File: config.mk
export PLATFORM = sky130hd
export DESIGN_NAME = mqf_flag_bus
export DESIGN_NICKNAME = d
export VERILOG_FILES = /design/src/rtl/mqf_pkg.sv /design/src/rtl/mqf_cfg_decode.sv /design/src/rtl/mqf_grp_seq.sv /design/src/rtl/mqf_lane_mask.sv /design/src/rtl/mqf_flag_bus.sv
export SDC_FILE = /design/constraint.sdc
export NUM_CORES = 1
export LEC_CHECK = 0
export BUFFER_PORTS_ARGS = -buffer_cell sky130_fd_sc_hd__buf_2
export CORE_UTILIZATION = 39
export DETAILED_ROUTE_END_ITERATION = 10
export GPL_ROUTABILITY_DRIVEN = 0
export MAX_ROUTING_LAYER = met4
export PLACE_DENSITY = 0.89
export SLEW_MARGIN = 20
export SYNTH_ARGS = -nofsm -noshare
export SYNTH_HDL_FRONTEND = slang
export SYNTH_SLANG_ARGS = --single-unit
File: constraint.sdc
create_clock -name clk -period 3.3 [get_ports clk]
set_input_delay 0.66 -clock clk [delete_from_list [all_inputs] [get_ports clk]]
set_output_delay 0.66 -clock clk [all_outputs]
set_load 0.02 [all_outputs]
File: src/rtl/mqf_pkg.sv
package mqf_pkg;
  localparam int unsigned MQF_NQ_MAX = 32;
  localparam int unsigned MQF_BUS_W  = 8;
  localparam int unsigned MQF_NFLAG  = 2;   // almost-full, almost-empty
  localparam int unsigned MQF_AF     = 0;
  localparam int unsigned MQF_AE     = 1;

  typedef enum logic {
    MQF_POLLED = 1'b0,
    MQF_DIRECT = 1'b1
  } mqf_mode_e;
endpackage

File: src/rtl/mqf_cfg_decode.sv
module mqf_cfg_decode #(
  parameter int unsigned NQ_MAX = 32,
  parameter int unsigned BUS_W  = 8,
  parameter int unsigned CW     = 6,
  parameter int unsigned GW     = 2
) (
  input  logic [CW-1:0] num_queues,
  output logic [CW-1:0] cfg_cnt,
  output logic [GW-1:0] last_grp,
  output logic          multi_grp
);
  localparam int unsigned LGB = $clog2(BUS_W);

  logic [CW-1:0] cnt_m1;

  // Clamp the programmed count into 1..NQ_MAX.
  always_comb begin
    if (num_queues == '0)
      cfg_cnt = CW'(1);
    else if (num_queues > CW'(NQ_MAX))
      cfg_cnt = CW'(NQ_MAX);
    else
      cfg_cnt = num_queues;
  end

  assign cnt_m1    = cfg_cnt - CW'(1);
  assign last_grp  = GW'(cnt_m1 >> LGB);
  assign multi_grp = (cfg_cnt > CW'(BUS_W));
endmodule

File: src/rtl/mqf_grp_seq.sv
module mqf_grp_seq #(
  parameter int unsigned GW = 2
) (
  input  logic          clk,
  input  logic          rst_n,
  input  logic          mode_direct,
  input  logic [GW-1:0] grp_sel,
  input  logic          multi_grp,
  input  logic [GW-1:0] last_grp,
  output logic [GW-1:0] grp_nxt,
  output logic [GW-1:0] grp_q
);
  import mqf_pkg::*;

  mqf_mode_e mode;
  assign mode = mqf_mode_e'(mode_direct);

  always_comb begin
    if (!multi_grp) begin
      grp_nxt = '0;
    end else begin
      unique case (mode)
        MQF_DIRECT: grp_nxt = grp_sel;
        default:    grp_nxt = (grp_q >= last_grp) ? '0 : grp_q + GW'(1);
      endcase
    end
  end

  always_ff @(posedge clk or negedge rst_n) begin
    if (!rst_n) grp_q <= '0;
    else        grp_q <= grp_nxt;
  end
endmodule

File: src/rtl/mqf_lane_mask.sv
module mqf_lane_mask #(
  parameter int unsigned NQ_MAX = 32,
  parameter int unsigned BUS_W  = 8,
  parameter int unsigned CW     = 6,
  parameter int unsigned GW     = 2,
  parameter int unsigned QW     = 5
) (
  input  logic [NQ_MAX-1:0] flags_n,
  input  logic [GW-1:0]     grp,
  input  logic [CW-1:0]     cfg_cnt,
  input  logic [QW-1:0]     excl_q,
  output logic [BUS_W-1:0]  bus_n
);
  localparam int unsigned IW = CW + GW + 1;

  for (genvar i = 0; i < BUS_W; i++) begin : g_bit
    logic [IW-1:0] qidx;
    logic          live;

    assign qidx = IW'(grp) * IW'(BUS_W) + IW'(i);
    assign live = (qidx < IW'(cfg_cnt)) && (qidx[QW-1:0] != excl_q);

    always_comb begin
      bus_n[i] = 1'b1;
      if (live) bus_n[i] = flags_n[qidx[QW-1:0]];
    end
  end
endmodule

File: src/rtl/mqf_flag_bus.sv
module mqf_flag_bus #(
  parameter int unsigned NQ_MAX = mqf_pkg::MQF_NQ_MAX,
  parameter int unsigned BUS_W  = mqf_pkg::MQF_BUS_W,
  localparam int unsigned NGRP  = NQ_MAX / BUS_W,
  localparam int unsigned GW    = (NGRP > 1) ? $clog2(NGRP) : 1,
  localparam int unsigned CW    = $clog2(NQ_MAX + 1),
  localparam int unsigned QW    = $clog2(NQ_MAX)
) (
  input  logic              clk,
  input  logic              rst_n,
  input  logic [NQ_MAX-1:0] af_flags_n,
  input  logic [NQ_MAX-1:0] ae_flags_n,
  input  logic [CW-1:0]     num_queues,
  input  logic              mode_direct,
  input  logic [GW-1:0]     grp_sel,
  input  logic [QW-1:0]     wr_qsel,
  input  logic [QW-1:0]     rd_qsel,
  output logic [BUS_W-1:0]  af_bus_n,
  output logic [BUS_W-1:0]  ae_bus_n,
  output logic [GW-1:0]     grp_id
);
  import mqf_pkg::*;

  logic [CW-1:0] cfg_cnt;
  logic [GW-1:0] last_grp;
  logic          multi_grp;
  logic [GW-1:0] grp_nxt;

  logic [NQ_MAX-1:0] flg_in  [MQF_NFLAG];
  logic [QW-1:0]     excl_in [MQF_NFLAG];
  logic [BUS_W-1:0]  lane_d  [MQF_NFLAG];
  logic [BUS_W-1:0]  lane_q  [MQF_NFLAG];

  mqf_cfg_decode #(.NQ_MAX(NQ_MAX), .BUS_W(BUS_W), .CW(CW), .GW(GW)) u_cfg (
    .num_queues (num_queues),
    .cfg_cnt    (cfg_cnt),
    .last_grp   (last_grp),
    .multi_grp  (multi_grp)
  );

  mqf_grp_seq #(.GW(GW)) u_seq (
    .clk         (clk),
    .rst_n       (rst_n),
    .mode_direct (mode_direct),
    .grp_sel     (grp_sel),
    .multi_grp   (multi_grp),
    .last_grp    (last_grp),
    .grp_nxt     (grp_nxt),
    .grp_q       (grp_id)
  );

  // Flag type k: index 0 excludes the write-port queue, index 1 the read-port queue.
  assign flg_in[MQF_AF]  = af_flags_n;
  assign flg_in[MQF_AE]  = ae_flags_n;
  assign excl_in[MQF_AF] = wr_qsel;
  assign excl_in[MQF_AE] = rd_qsel;

  for (genvar k = 0; k < MQF_NFLAG; k++) begin : g_lane
    mqf_lane_mask #(
      .NQ_MAX(NQ_MAX), .BUS_W(BUS_W), .CW(CW), .GW(GW), .QW(QW)
    ) u_mask (
      .flags_n (flg_in[k]),
      .grp     (grp_nxt),
      .cfg_cnt (cfg_cnt),
      .excl_q  (excl_in[k]),
      .bus_n   (lane_d[k])
    );

    always_ff @(posedge clk or negedge rst_n) begin
      if (!rst_n) lane_q[k] <= '1;
      else        lane_q[k] <= lane_d[k];
    end
  end

  assign af_bus_n = lane_q[MQF_AF];
  assign ae_bus_n = lane_q[MQF_AE];
endmodule

* Yosys cells after proc, flatten, opt, wreduce, memory -nomap -nowiden
Index checks and enable logic that the tools add are counted.
** Storage, ports and cells
- Bits in latches :: 0
- RAM bits :: 0
- Word-level logic and storage cells :: 117
- Input bits :: 85
- Memories :: 0
- ROM bits :: 0
- Output and inout bits :: 18
- Bits in registers :: 18
** Cells by class
- Add/sub/neg operators :: 9
- Magnitude comparators :: 19
- Reduce and logical (&&, ||, !) cells :: 17
- Shift operators :: 0
- Muxes and demuxes :: 53
- $mul :: 0
- Divide/modulo/power cells :: 0
- Equal/unequal tests :: 16
- Bitwise operators :: 0
** Operators by type and width (number)
- 5-bit inequality test :: 16
- 1-bit binary-select mux with 5-bit select :: 14
- 5-bit by 6-bit < comparator with 1-bit output (second input constant) :: 8
- 6-bit < comparator :: 7
- 1-bit two-way mux :: 32
- 5-bit by 3-bit adder with 6-bit output (second input constant) :: 4
- 1-bit logical AND :: 16
- 5-bit by 2-bit adder with 6-bit output (second input constant) :: 2
- 6-bit two-way mux :: 2
- 5-bit by 1-bit adder with 6-bit output (second input constant) :: 1
- 6-bit by 4-bit > comparator with 1-bit output (second input constant) :: 1
- 6-bit > comparator (second input constant) :: 1
- 6-bit zero test :: 1
- 5-bit by 6-bit < comparator with 1-bit output :: 1
- 2-bit two-way mux :: 3
- 5-bit by 1-bit subtractor with 5-bit output (second input constant) :: 1
- 1-bit binary-select mux with 2-bit select :: 2
- 2-bit by 1-bit adder with 2-bit output (second input constant) :: 1
- 2-bit greater-or-equal comparator :: 1

* Longest topological paths before layout
Gate-level depths: netlist of run 1.
- Depth in word-level cells :: 12
- Mapped depth :: 18

* Cells and area by module
Synthesis of run 1 repeated with hierarchy kept, for this count alone.
** Unflattened totals
- Cell total of the unflattened synthesis :: 154
- Area, all modules :: 1655.3 µm²
** By module, submodules not included
- mqf_lane_mask :: cells each 55, instances 2, sequential area each 0.0 µm², area each 501.7 µm²
- mqf_flag_bus :: cells each 16, instances 1, sequential area each 420.4 µm², area each 420.4 µm²
- mqf_grp_seq :: cells each 12, instances 1, sequential area each 50.0 µm², area each 136.4 µm²
- mqf_cfg_decode :: cells each 16, instances 1, sequential area each 0.0 µm², area each 95.1 µm²

* Worst setup path before layout of run 1
OpenSTA, ideal clock, no wires.
- Path kind :: input to register
- Start :: input num_queues[3]
- End :: register lane_q, in the netlist af_bus_n[5]
- Arrival :: 3.834 ns
- Stages :: 17
- Path slack :: -0.618 ns
- Required time :: 3.216 ns
- Path through :: nor3_1 > nor3_1 > nor3b_1 > or3_1 > ha_1 > nand2b_4 > a2111oi_4 > o21a_4 > inv_4 > buf_12 > buf_8 > ha_1 > nor2b_1 > o21ai_0 > a21o_1 > o21ai_0 > a311o_1
** On the way
- Longest elaborated chain between the ends :: 12
** RTL lines
- start: declaration :: line mqf_flag_bus.sv:13 : input logic [CW-1:0] num_queues,
- 6-bit > comparator :: line mqf_cfg_decode.sv:20 : else if (num_queues > CW'(NQ_MAX))
- 6-bit two-way mux :: line mqf_cfg_decode.sv:20
- 6-bit two-way mux * :: line mqf_cfg_decode.sv:18 : if (num_queues == '0)
- 5-bit by 1-bit subtractor with 5-bit output :: line mqf_cfg_decode.sv:26 : assign cnt_m1 = cfg_cnt - CW'(1);
- 2-bit greater-or-equal comparator :: line mqf_grp_seq.sv:24 : default: grp_nxt = (grp_q >= last_grp) ? '0 : grp_q + GW'(1);
- 2-bit two-way mux :: line mqf_grp_seq.sv:24
- 2-bit two-way mux :: line mqf_grp_seq.sv:22 : unique case (mode)
- 2-bit two-way mux * :: line mqf_grp_seq.sv:19 : if (!multi_grp) begin
- net g_lane[0].u_mask.g_bit[0].qidx[3] :: line mqf_lane_mask.sv:17 : logic [IW-1:0] qidx;
- 5-bit by 3-bit adder with 6-bit output * :: line mqf_lane_mask.sv:20 : assign qidx = IW'(grp) * IW'(BUS_W) + IW'(i);
- 1-bit binary-select mux with 5-bit select (tied with other cells) :: line mqf_lane_mask.sv:25 : if (live) bus_n[i] = flags_n[qidx[QW-1:0]];
- 1-bit two-way mux (not written as such) or 1-bit logical AND (tied branches) :: line mqf_lane_mask.sv:25, mqf_lane_mask.sv:21
- 1-bit two-way mux * :: line mqf_lane_mask.sv:25
- net g_lane[0].u_mask.bus_n[5] :: line mqf_lane_mask.sv:12 : output logic [BUS_W-1:0] bus_n
- end signal: indexed assignment :: line mqf_flag_bus.sv:71 : else lane_q[k] <= lane_d[k];
- end: declaration :: line mqf_flag_bus.sv:32 : logic [BUS_W-1:0] lane_q [MQF_NFLAG];
Mark *: on every way through the listed nets, which the timed path passes. The rest lies on a longest branch. The select of a mux whose other input is x is not followed.

* Final worst setup path of run 1
- Start :: input num_queues[3]
- End :: register lane_q, in the netlist ae_bus_n[4]
** On the way
- Longest elaborated chain between the ends :: 12
** RTL lines (line)
- 6-bit > comparator :: mqf_cfg_decode.sv:20
- 6-bit two-way mux :: mqf_cfg_decode.sv:20
- 6-bit two-way mux * :: mqf_cfg_decode.sv:18
- 5-bit by 1-bit subtractor with 5-bit output :: mqf_cfg_decode.sv:26
- 2-bit greater-or-equal comparator :: mqf_grp_seq.sv:24
- 2-bit two-way mux :: mqf_grp_seq.sv:24
- 2-bit two-way mux :: mqf_grp_seq.sv:22
- 2-bit two-way mux * :: mqf_grp_seq.sv:19
- net g_lane[0].u_mask.g_bit[0].qidx[3] :: mqf_lane_mask.sv:17
- 5-bit by 3-bit adder with 6-bit output * :: mqf_lane_mask.sv:20
- 1-bit binary-select mux with 5-bit select (tied with other cells) :: mqf_lane_mask.sv:25
- 1-bit two-way mux (not written as such) or 1-bit logical AND (tied branches) :: mqf_lane_mask.sv:25, mqf_lane_mask.sv:21
- 1-bit two-way mux * :: mqf_lane_mask.sv:25
- net g_lane[1].u_mask.bus_n[4] :: mqf_lane_mask.sv:12
Marks and branches as above.

==> Flow_metrics.wiki, run 1 <==
{| class="wikitable"
! Metric !! Value
|-
| Logic depth of the worst path, buffers included || 17
|-
| Most frequent cells in the layout || sky130_fd_sc_hd__buf_2 (100), sky130_fd_sc_hd__mux2i_1 (31), sky130_fd_sc_hd__buf_4 (26)
|-
| Remaining antenna violation count || 0
|-
| I/O pins || 103
|-
| Worst hold path class || input port to async pin
|-
| Multi-input logic area || 0.00130 mm2
|-
| Largest fanout of any net on the critical path || 6
|-
| Reported net switching power || 466 uW
|-
| Worst EP required || 3.46 ns
|-
| Drc violations || 0
|-
| Half-perimeter wire length after placement || 4060 um
|-
| End point of the critical path || ae_bus_n[4]
|-
| Crit path time final || 3.54 ns
|-
| Prevailing post-synth register cell || sky130_fd_sc_hd__dfstp_2
|-
| Clock transition at the register clock pins on the worst setup and hold paths after CTS || 0.08 ns
|-
| Hold_ws || 0.320 ns
|-
| Met1 track demand over resource || 26.8%
|-
| Cells along the critical path || buf_8 -> nor3_4 -> nor3_2 -> nor3b_2 -> or3_1 -> ha_1 -> nand2b_4 -> a2111oi_4 -> o21a_4 -> inv_4 -> ha_4 -> nor2b_4 -> o21ai_2 -> a21o_4 -> o21ai_4 -> a21oi_1 -> o221ai_1
|-
| Sequential cell area || 470 um2
|-
| Filler cell count || 303
|-
| Drt wl/cell || 16.8 um
|-
| X dimension of the die || 67.6 um
|-
| Commonest non-fill, non-tap cell in the layout || sky130_fd_sc_hd__buf_2
|-
| Crit path launch type || input port
|-
| Setup slack after placement || -0.430 ns
|-
| Gr ovfl total || 0
|-
| Run status || finished, violations left
|-
| Post-Syn Area || 0.00168 mm2
|-
| Total inserted antenna cells || 0
|-
| Ys Warns || 0
|-
| R2R depth || 13
|-
| Areal power density over the cells || 448 mW/mm2
|-
| Met2 demand-to-capacity share in global routing || 43.4%
|-
| Largest voltage drop on the vdd net || 207 uV
|-
| Slowest cell on the critical path || sky130_fd_sc_hd__a2111oi_4
|-
| Clock network fraction of design power || 15.6%
|-
| Pin count of the biggest net entering global routing || 22
|-
| CTS H-tree lvls || 1
|-
| Crit path DAT || 3.70 ns
|-
| Setup-violating endpoint count in the final report || 11
|-
| Flip-flop and latch count after synthesis || 18
|-
| Share of total power in sequential cells || 27.4%
|-
| Worst-case register-to-register setup slack || 0.44 ns
|-
| Max-cap violations || 0
|-
| Vias in the first global route || 1742
|-
| Critical register-to-register path endpoint || ae_bus_n[4]
|-
| Combinational Power Share || 57.0%
|-
| Share of final-layout standard cells stronger than drive strength 1 || 65.2%
|-
| Overall power || 1.20 mW
|-
| Internal || 734 uW
|-
| Buffers from clock root to sink, at most || 2
|-
| Critical path capture point type || register
|-
| Worst slew margin || 71.4%
|-
| Overall die height || 67.6 um
|-
| Post-DR vias/cell || 5.39
|-
| CTS tree || done
|-
| Share of the core filled with cells || 66.1%
|-
| Post-synth EDFFs || 0
|-
| Detailed-routing iteration count for the pre-antenna-repair pass || 4
|-
| Post-layout instance count excluding filler cells || 343
|-
| Async set or reset register ratio after synthesis || 100%
|-
| Upper clock frequency limit || 283 MHz
|-
| CP peak stage delay || 0.33 ns
|-
| Area growth from synthesis to final layout || 59.6%
|-
| Number of antenna violations at the first check in global routing || 0
|-
| Global-route wire length before repair || 7800 um
|-
| Number of DRC markers after the initial detailed-route iteration || 95
|-
| Synth unique cells || 44
|-
| Synthesized area divided by synthesized cell count || 10.2 um2
|-
| Number of buffer and inverter instances along the worst setup path || 2
|-
| Via count || 1849
|-
| Actual transition at the worst max-transition pin || 0.423 ns
|-
| Total of hold buffers inserted after clock tree synthesis || 0
|-
| Number of placement rows || 23
|-
| Initial cell density of the core || 41.4%
|-
| Critical Setup Path Class || input port to register
|-
| Number of nets produced by synthesis || 255
|-
| Violated checks || negative setup slack
|-
| Global routing's busiest layer || met2
|-
| Total instance count after detailed placement || 332
|-
| CTS sink count || 18
|-
| Overall track demand over capacity in global routing || 23.8%
|-
| Crit-path leading delay family || compound AO/OA/AOI/OAI gates
|-
| Cell at the root of the clock tree || sky130_fd_sc_hd__clkbuf_8
|-
| Final Slew Violations || 0
|-
| Inserted Clock Buffers || 3
|-
| Clock latency at the later pin of the worst-skew pair || 0.26 ns
|-
| Synthesized instance count || 165
|-
| Nets || 384
|-
| Port buffer count || 102
|-
| RSZ-0062 raised after global routing || true
|-
| Core area || 0.00406 mm2
|-
| Sequential share of the synthesized area || 28.0%
|-
| DIE AREA || 0.00457 mm2
|-
| Post-route clock skew || 0.00910 ns
|-
| Startpoint of the most critical register-to-register path || u_seq.grp_q[0]
|-
| Number of hold violations in the final report || 0
|-
| Share of the cycle needed by the critical path after routing || 107%
|-
| DRT Wirelength || 5750 um
|-
| Met3 Usage GRT || 2.87%
|-
| Setup slack of the critical path after layout || -0.239 ns
|-
| Critical Path Source || num_queues[3]
|-
| Leakage power of the design || 1.32 nW
|-
| Switching part of the total || 38.8%
|}
[cell type report]
class                   count  share of cell area, %
clock buffers               4                   2.05
repair buffers            130                   28.1
well taps                  50                   2.33
flip-flops and latches     18                   17.6
inverters                   9                   1.35
multi-input cells         132                   48.6
[power groups by stage]
| stage | sequential [mW] | combinational, mW | clock [mW] |
|---|---|---|---|
| 2_1_floorplan | 0.408 | 0.307 | 0 |
| 3_3_place_gp | 0.331 | 0.560 | 0 |
| 3_5_place_dp | 0.333 | 0.574 | 0 |
| 4_1_cts | 0.330 | 0.597 | 0.184 |
| 5_1_grt | 0.334 | 0.727 | 0.193 |
| 6_report | 0.329 | 0.684 | 0.187 |
[sequential cells by signal, summed over array words and instances (netlist names)]
signal       cells
ae_bus_n         8
af_bus_n         8
u_seq.grp_q      2
[through the flow]
step	instance area [um2]	setup TNS (ns)
4_1_cts	2510	-1.19
2_1_floorplan	1720	-4.05
3_3_place_gp	2380	-4.62
6_report	2680	-1.43
3_5_place_dp	2380	-5.94
5_1_grt	2680	-2.91
[worst min-delay path by stage]
stage	from	slack, ns	cells past startpoint	end
floorplan	rst_n	0.36	0	u_seq.grp_q[0]
CTS	rst_n	0.33	1	u_seq.grp_q[0]
global placement	rst_n	0.61	1	u_seq.grp_q[1]
finish	rst_n	0.32	1	u_seq.grp_q[0]
detailed placement	rst_n	0.62	1	u_seq.grp_q[1]
global route	rst_n	0.36	1	u_seq.grp_q[0]
[per-layer routing]
metal  wire length [um]  part of all wire [%]
met5                  0                     0
met4                113                   2.0
met3                405                   7.0
met2               2990                    52
met1               2240                    39
[Yosys cell counts, types with 2 or more instances]
cell | instances | area (um2)
sky130_fd_sc_hd__mux2i_1 | 31 | 310
sky130_fd_sc_hd__dfstp_2 | 16 | 420
sky130_fd_sc_hd__nor2_1 | 15 | 56.3
sky130_fd_sc_hd__o21ai_0 | 8 | 40.0
sky130_fd_sc_hd__a21oi_1 | 7 | 35.0
sky130_fd_sc_hd__a311o_1 | 7 | 70.1
sky130_fd_sc_hd__inv_1 | 7 | 26.3
sky130_fd_sc_hd__mux2_2 | 7 | 78.8
sky130_fd_sc_hd__ha_1 | 5 | 62.6
sky130_fd_sc_hd__nand2_1 | 5 | 18.8
sky130_fd_sc_hd__nand2b_1 | 4 | 25.0
sky130_fd_sc_hd__nor2b_1 | 4 | 25.0
sky130_fd_sc_hd__o311ai_1 | 4 | 35.0
sky130_fd_sc_hd__xnor2_1 | 4 | 35.0
sky130_fd_sc_hd__and2_1 | 3 | 18.8
sky130_fd_sc_hd__o221ai_1 | 3 | 26.3
sky130_fd_sc_hd__a2111oi_4 | 2 | 55.1
sky130_fd_sc_hd__a211o_1 | 2 | 17.5
sky130_fd_sc_hd__a21o_1 | 2 | 15.0
sky130_fd_sc_hd__buf_4 | 2 | 15.0
sky130_fd_sc_hd__dfrtp_1 | 2 | 50.1
sky130_fd_sc_hd__mux2_1 | 2 | 22.5
sky130_fd_sc_hd__nor3_1 | 2 | 10.0
[repair_timing]
action	in CTS	in global routing
resized for setup	12	24
pin swaps	3	4
buffers inserted	6	5
setup endpoints to repair	16	15
[cells by family (layout without fill, tap and decap cells)]
kind of cell               count (synthesis)  in the layout  synth area share [%]
muxes                                     40             40                  24.5
and+or+nand+nor                           42             42                  13.6
adders and majority gates                  5              5                  3.73
AOI/OAI and AO/OA                         39             39                  20.9
xor gates and xnor gates                   6              6                  3.58
DFF                                       18             18                  28.0
buffers and inverters                     15            143                  5.66
Power figures use the tool's default switching activity.
==> run 2, diff against run 1 <==
--- a/config.mk
+++ b/config.mk
@@ -14,4 +14,5 @@
 export SLEW_MARGIN = 20
 export SYNTH_ARGS = -nofsm -noshare
 export SYNTH_HDL_FRONTEND = slang
+export SYNTH_HIERARCHICAL = 1
 export SYNTH_SLANG_ARGS = --single-unit
==> run 2 against run 1 <==
- the flow still finishes with violations (negative setup slack)
- sequential share of layout area rose by 1.0 points
- largest cell class unchanged
- power fell by 6.2%
- critical path depth fell by 5
- synthesized cell count fell by 6.7%
- global-route usage rose by 0.70 points
- critical path type unchanged
- sequential cell count did not move
- area after synthesis fell by 1.4%
- clock skew fell by 0.0069 ns
==> Flow_metrics.wiki, run 2 <==
{| class="wikitable"
! Metric !! Value
|-
| Crit path launch type || input port
|-
| Critical Setup Path Class || input port to register
|-
| Critical path capture point type || register
|-
| Crit path DAT || 3.48 ns
|-
| Post-route clock skew || 0.00217 ns
|-
| Drt wl/cell || 17.2 um
|-
| Most used standard cells in the synthesized netlist || sky130_fd_sc_hd__nor2_1 (18), sky130_fd_sc_hd__dfstp_2 (16), sky130_fd_sc_hd__inv_1 (14)
|-
| CTS tree || done
|-
| Post-layout instance count excluding filler cells || 331
|-
| Clock transition at the register clock pins on the worst setup and hold paths after CTS || 0.06 ns
|-
| Total inserted antenna cells || 0
|-
| Gr ovfl total || 0
|-
| Largest fanout of any net on the critical path || 17
|-
| Port buffer count || 102
|-
| Drc violations || 0
|-
| Number of antenna violations at the first check in global routing || 0
|-
| R2R depth || 10
|-
| Clock network fraction of design power || 15.8%
|-
| Nets || 375
|-
| I/O pins || 103
|-
| Share of the cycle needed by the critical path after routing || 100%
|-
| Sequential share of the synthesized area || 28.4%
|-
| Worst-case register-to-register setup slack || 0.54 ns
|-
| Total of hold buffers inserted after clock tree synthesis || 0
|-
| CTS H-tree lvls || 1
|-
| DRT Wirelength || 5680 um
|-
| Actual transition at the worst max-transition pin || 0.872 ns
|-
| Filler cell count || 314
|-
| Top cell type's share of synthesized area || 25.4%
|-
| Most frequent cells in the layout || sky130_fd_sc_hd__buf_2 (100), sky130_fd_sc_hd__buf_4 (24), sky130_fd_sc_hd__nor2_1 (18)
|-
| Worst hold path class || input port to async pin
|-
| Number of hold violations in the final report || 0
|-
| Switching part of the total || 35.6%
|-
| Share of total power in sequential cells || 29.1%
|-
| Final Slew Violations || 0
|-
| Max-cap violations || 0
|-
| Crit-path leading delay family || compound AO/OA/AOI/OAI gates
|-
| Remaining antenna violation count || 0
|-
| Internal || 725 uW
|-
| Cell Area, Placed || 0.00238 mm2
|-
| Largest voltage drop on the vdd net || 204 uV
|-
| Number of DRC markers after the initial detailed-route iteration || 111
|-
| Synth unique cells || 27
|-
| Violated checks || negative setup slack
|-
| Overall die height || 67.2 um
|-
| Share of final-layout standard cells stronger than drive strength 1 || 61.2%
|-
| Global-route wire length before repair || 7960 um
|-
| CP peak stage delay || 0.57 ns
|-
| Setup slack of the critical path after layout || -0.0131 ns
|-
| Synthesized area divided by synthesized cell count || 10.7 um2
|-
| DIE AREA || 0.00451 mm2
|-
| CTS sink count || 18
|-
| Cell with the most instances after synthesis || sky130_fd_sc_hd__nor2_1
|-
| Half-perimeter wire length after placement || 4290 um
|-
| Commonest non-fill, non-tap cell in the layout || sky130_fd_sc_hd__buf_2
|-
| Areal power density over the cells || 444 mW/mm2
|-
| Buffers from clock root to sink, at most || 2
|-
| Initial cell density of the core || 41.1%
|-
| Critical register-to-register path endpoint || af_bus_n[2]
|-
| X dimension of the die || 67.2 um
|-
| Async set or reset register ratio after synthesis || 100%
|-
| Vias in the first global route || 1745
|-
| Detailed-routing iteration count for the pre-antenna-repair pass || 4
|-
| Cells along the critical path || buf_6 -> o31a_1 -> a211o_1 -> ha_1 -> nand2b_4 -> a2111oi_4 -> a32o_2 -> buf_12 -> ha_4 -> nand4bb_1 -> a21oi_1 -> or4_4
|-
| Ys Warns || 6
|-
| Synthesized instance count || 154
|-
| Overall track demand over capacity in global routing || 24.5%
|-
| Worst slew margin || 41.8%
|-
| Setup slack after placement || -0.259 ns
|-
| Reported net switching power || 400 uW
|-
| Setup-violating endpoint count in the final report || 1
|-
| Crit path time final || 3.31 ns
|-
| Leakage power of the design || 1.23 nW
|-
| Inserted Clock Buffers || 3
|-
| Prevailing post-synth register cell || sky130_fd_sc_hd__dfstp_2
|-
| Run status || finished, violations left
|-
| Slowest cell on the critical path || sky130_fd_sc_hd__or4_4
|-
| Non-Filler Cell Area, Final || 0.00253 mm2
|-
| Post-DR vias/cell || 5.65
|-
| Post-Syn Area || 0.00166 mm2
|-
| Worst EP required || 3.47 ns
|-
| Number of buffer and inverter instances along the worst setup path || 2
|-
| Pin count of the biggest net entering global routing || 19
|-
| Flip-flop and latch count after synthesis || 18
|-
| Number of nets produced by synthesis || 247
|-
| Post-synthesis cell type with the largest combined area || sky130_fd_sc_hd__dfstp_2
|-
| Area growth from synthesis to final layout || 53.0%
|-
| Post-synth EDFFs || 0
|-
| Combinational Power Share || 55.2%
|-
| Cell at the root of the clock tree || sky130_fd_sc_hd__clkbuf_8
|-
| Clock latency at the later pin of the worst-skew pair || 0.25 ns
|-
| Biggest area contributors in the synthesized netlist || sky130_fd_sc_hd__dfstp_2 (25%), sky130_fd_sc_hd__mux4_1 (13%), sky130_fd_sc_hd__mux4_2 (11%)
|-
| RSZ-0062 raised after global routing || true
|-
| Core area || 0.00403 mm2
|-
| Number of placement rows || 23
|-
| Upper clock frequency limit || 302 MHz
|-
| Total instance count after detailed placement || 320
|-
| Via count || 1869
|-
| Startpoint of the most critical register-to-register path || u_seq/grp_q[0]
|}
-- run 2: cell types whose count changed after synthesis, moves of 8 or more --
cell and delta:
sky130_fd_sc_hd__mux2i_1 -31, sky130_fd_sc_hd__mux4_1 +8, sky130_fd_sc_hd__mux4_2 +8, sky130_fd_sc_hd__nor4_1 +8, sky130_fd_sc_hd__o21ai_0 -8, sky130_fd_sc_hd__or4_1 +8
-- run 2: worst max path at each step --
stage,from,endpoint,slack (ns),cells past startpoint
floorplan,num_queues[2],ae_bus_n[2],0.01,9
global placement,num_queues[2],af_bus_n[6],-0.17,12
detailed placement,num_queues[2],af_bus_n[5],-0.26,12
CTS,num_queues[2],ae_bus_n[2],-0.006,12
global route,num_queues[2],af_bus_n[2],-0.13,11
finish,num_queues[2],af_bus_n[2],-0.01,12
-- run 2: what timing repair did --
action	4_1_cts	5_1_grt
pin swaps	1	1
endpoints found under the setup margin	3	16
gates resized for setup	1	13
setup buffers	1	6
-- run 2: cell type report --
class | instances | area (um2) | area share (%)
timing repair buffer | 128 | 743 | 29.3
tap | 50 | 62.6 | 2.47
inverter | 14 | 52.6 | 2.08
clock buffer | 4 | 55.1 | 2.17
multi-input combinational | 117 | 1150 | 45.4
sequential | 18 | 470 | 18.6
-- run 2: layer usage --
metal | global-route usage [%] | up-vias | routed length [um]
li1 | - | 854 | -
met5 | - | - | 0
met1 | 29.3 | 883 | 2150
met2 | 39.0 | 104 | 2940
met4 | 15.4 | 0 | 229
met3 | 3.21 | 28 | 371
-- run 2: cells by family (layout without fill, tap and decap cells) --
family,count (synthesis),in the layout,share of synthesized area (%)
xor+xnor,5,5,2.65
simple gates,63,63,22.0
flops,18,18,28.4
fa+ha+maj,8,8,6.05
buf+inv,19,146,5.37
mux,16,16,23.6
compound gates,25,25,11.9
-- run 2: per-stage QoR --
| step | setup TNS, ns | utilization (%) | total power [mW] | hold slack [ns] |
|---|---|---|---|---|
| finish | -0.0131 | 62.9 | 1.13 | 0.322 |
| global route | -0.497 | 62.9 | 1.18 | 0.341 |
| CTS | -0.00757 | 60.7 | 1.08 | 0.328 |
| detailed placement | -3.10 | 59.1 | 0.892 | 0.600 |
| global placement | -1.98 | 59.1 | 0.874 | 0.592 |
| floorplan | 0 | - | 0.681 | 0.364 |
-- run 2: power by group through the flow --
stage                     clock, mW  sequential (mW)  combinational (mW)
after floorplan                   0            0.411               0.270
after global placement            0            0.330               0.543
after detailed placement          0            0.332               0.560
after CTS                     0.180            0.328               0.569
after global routing          0.189            0.333               0.657
final                         0.177            0.327               0.621
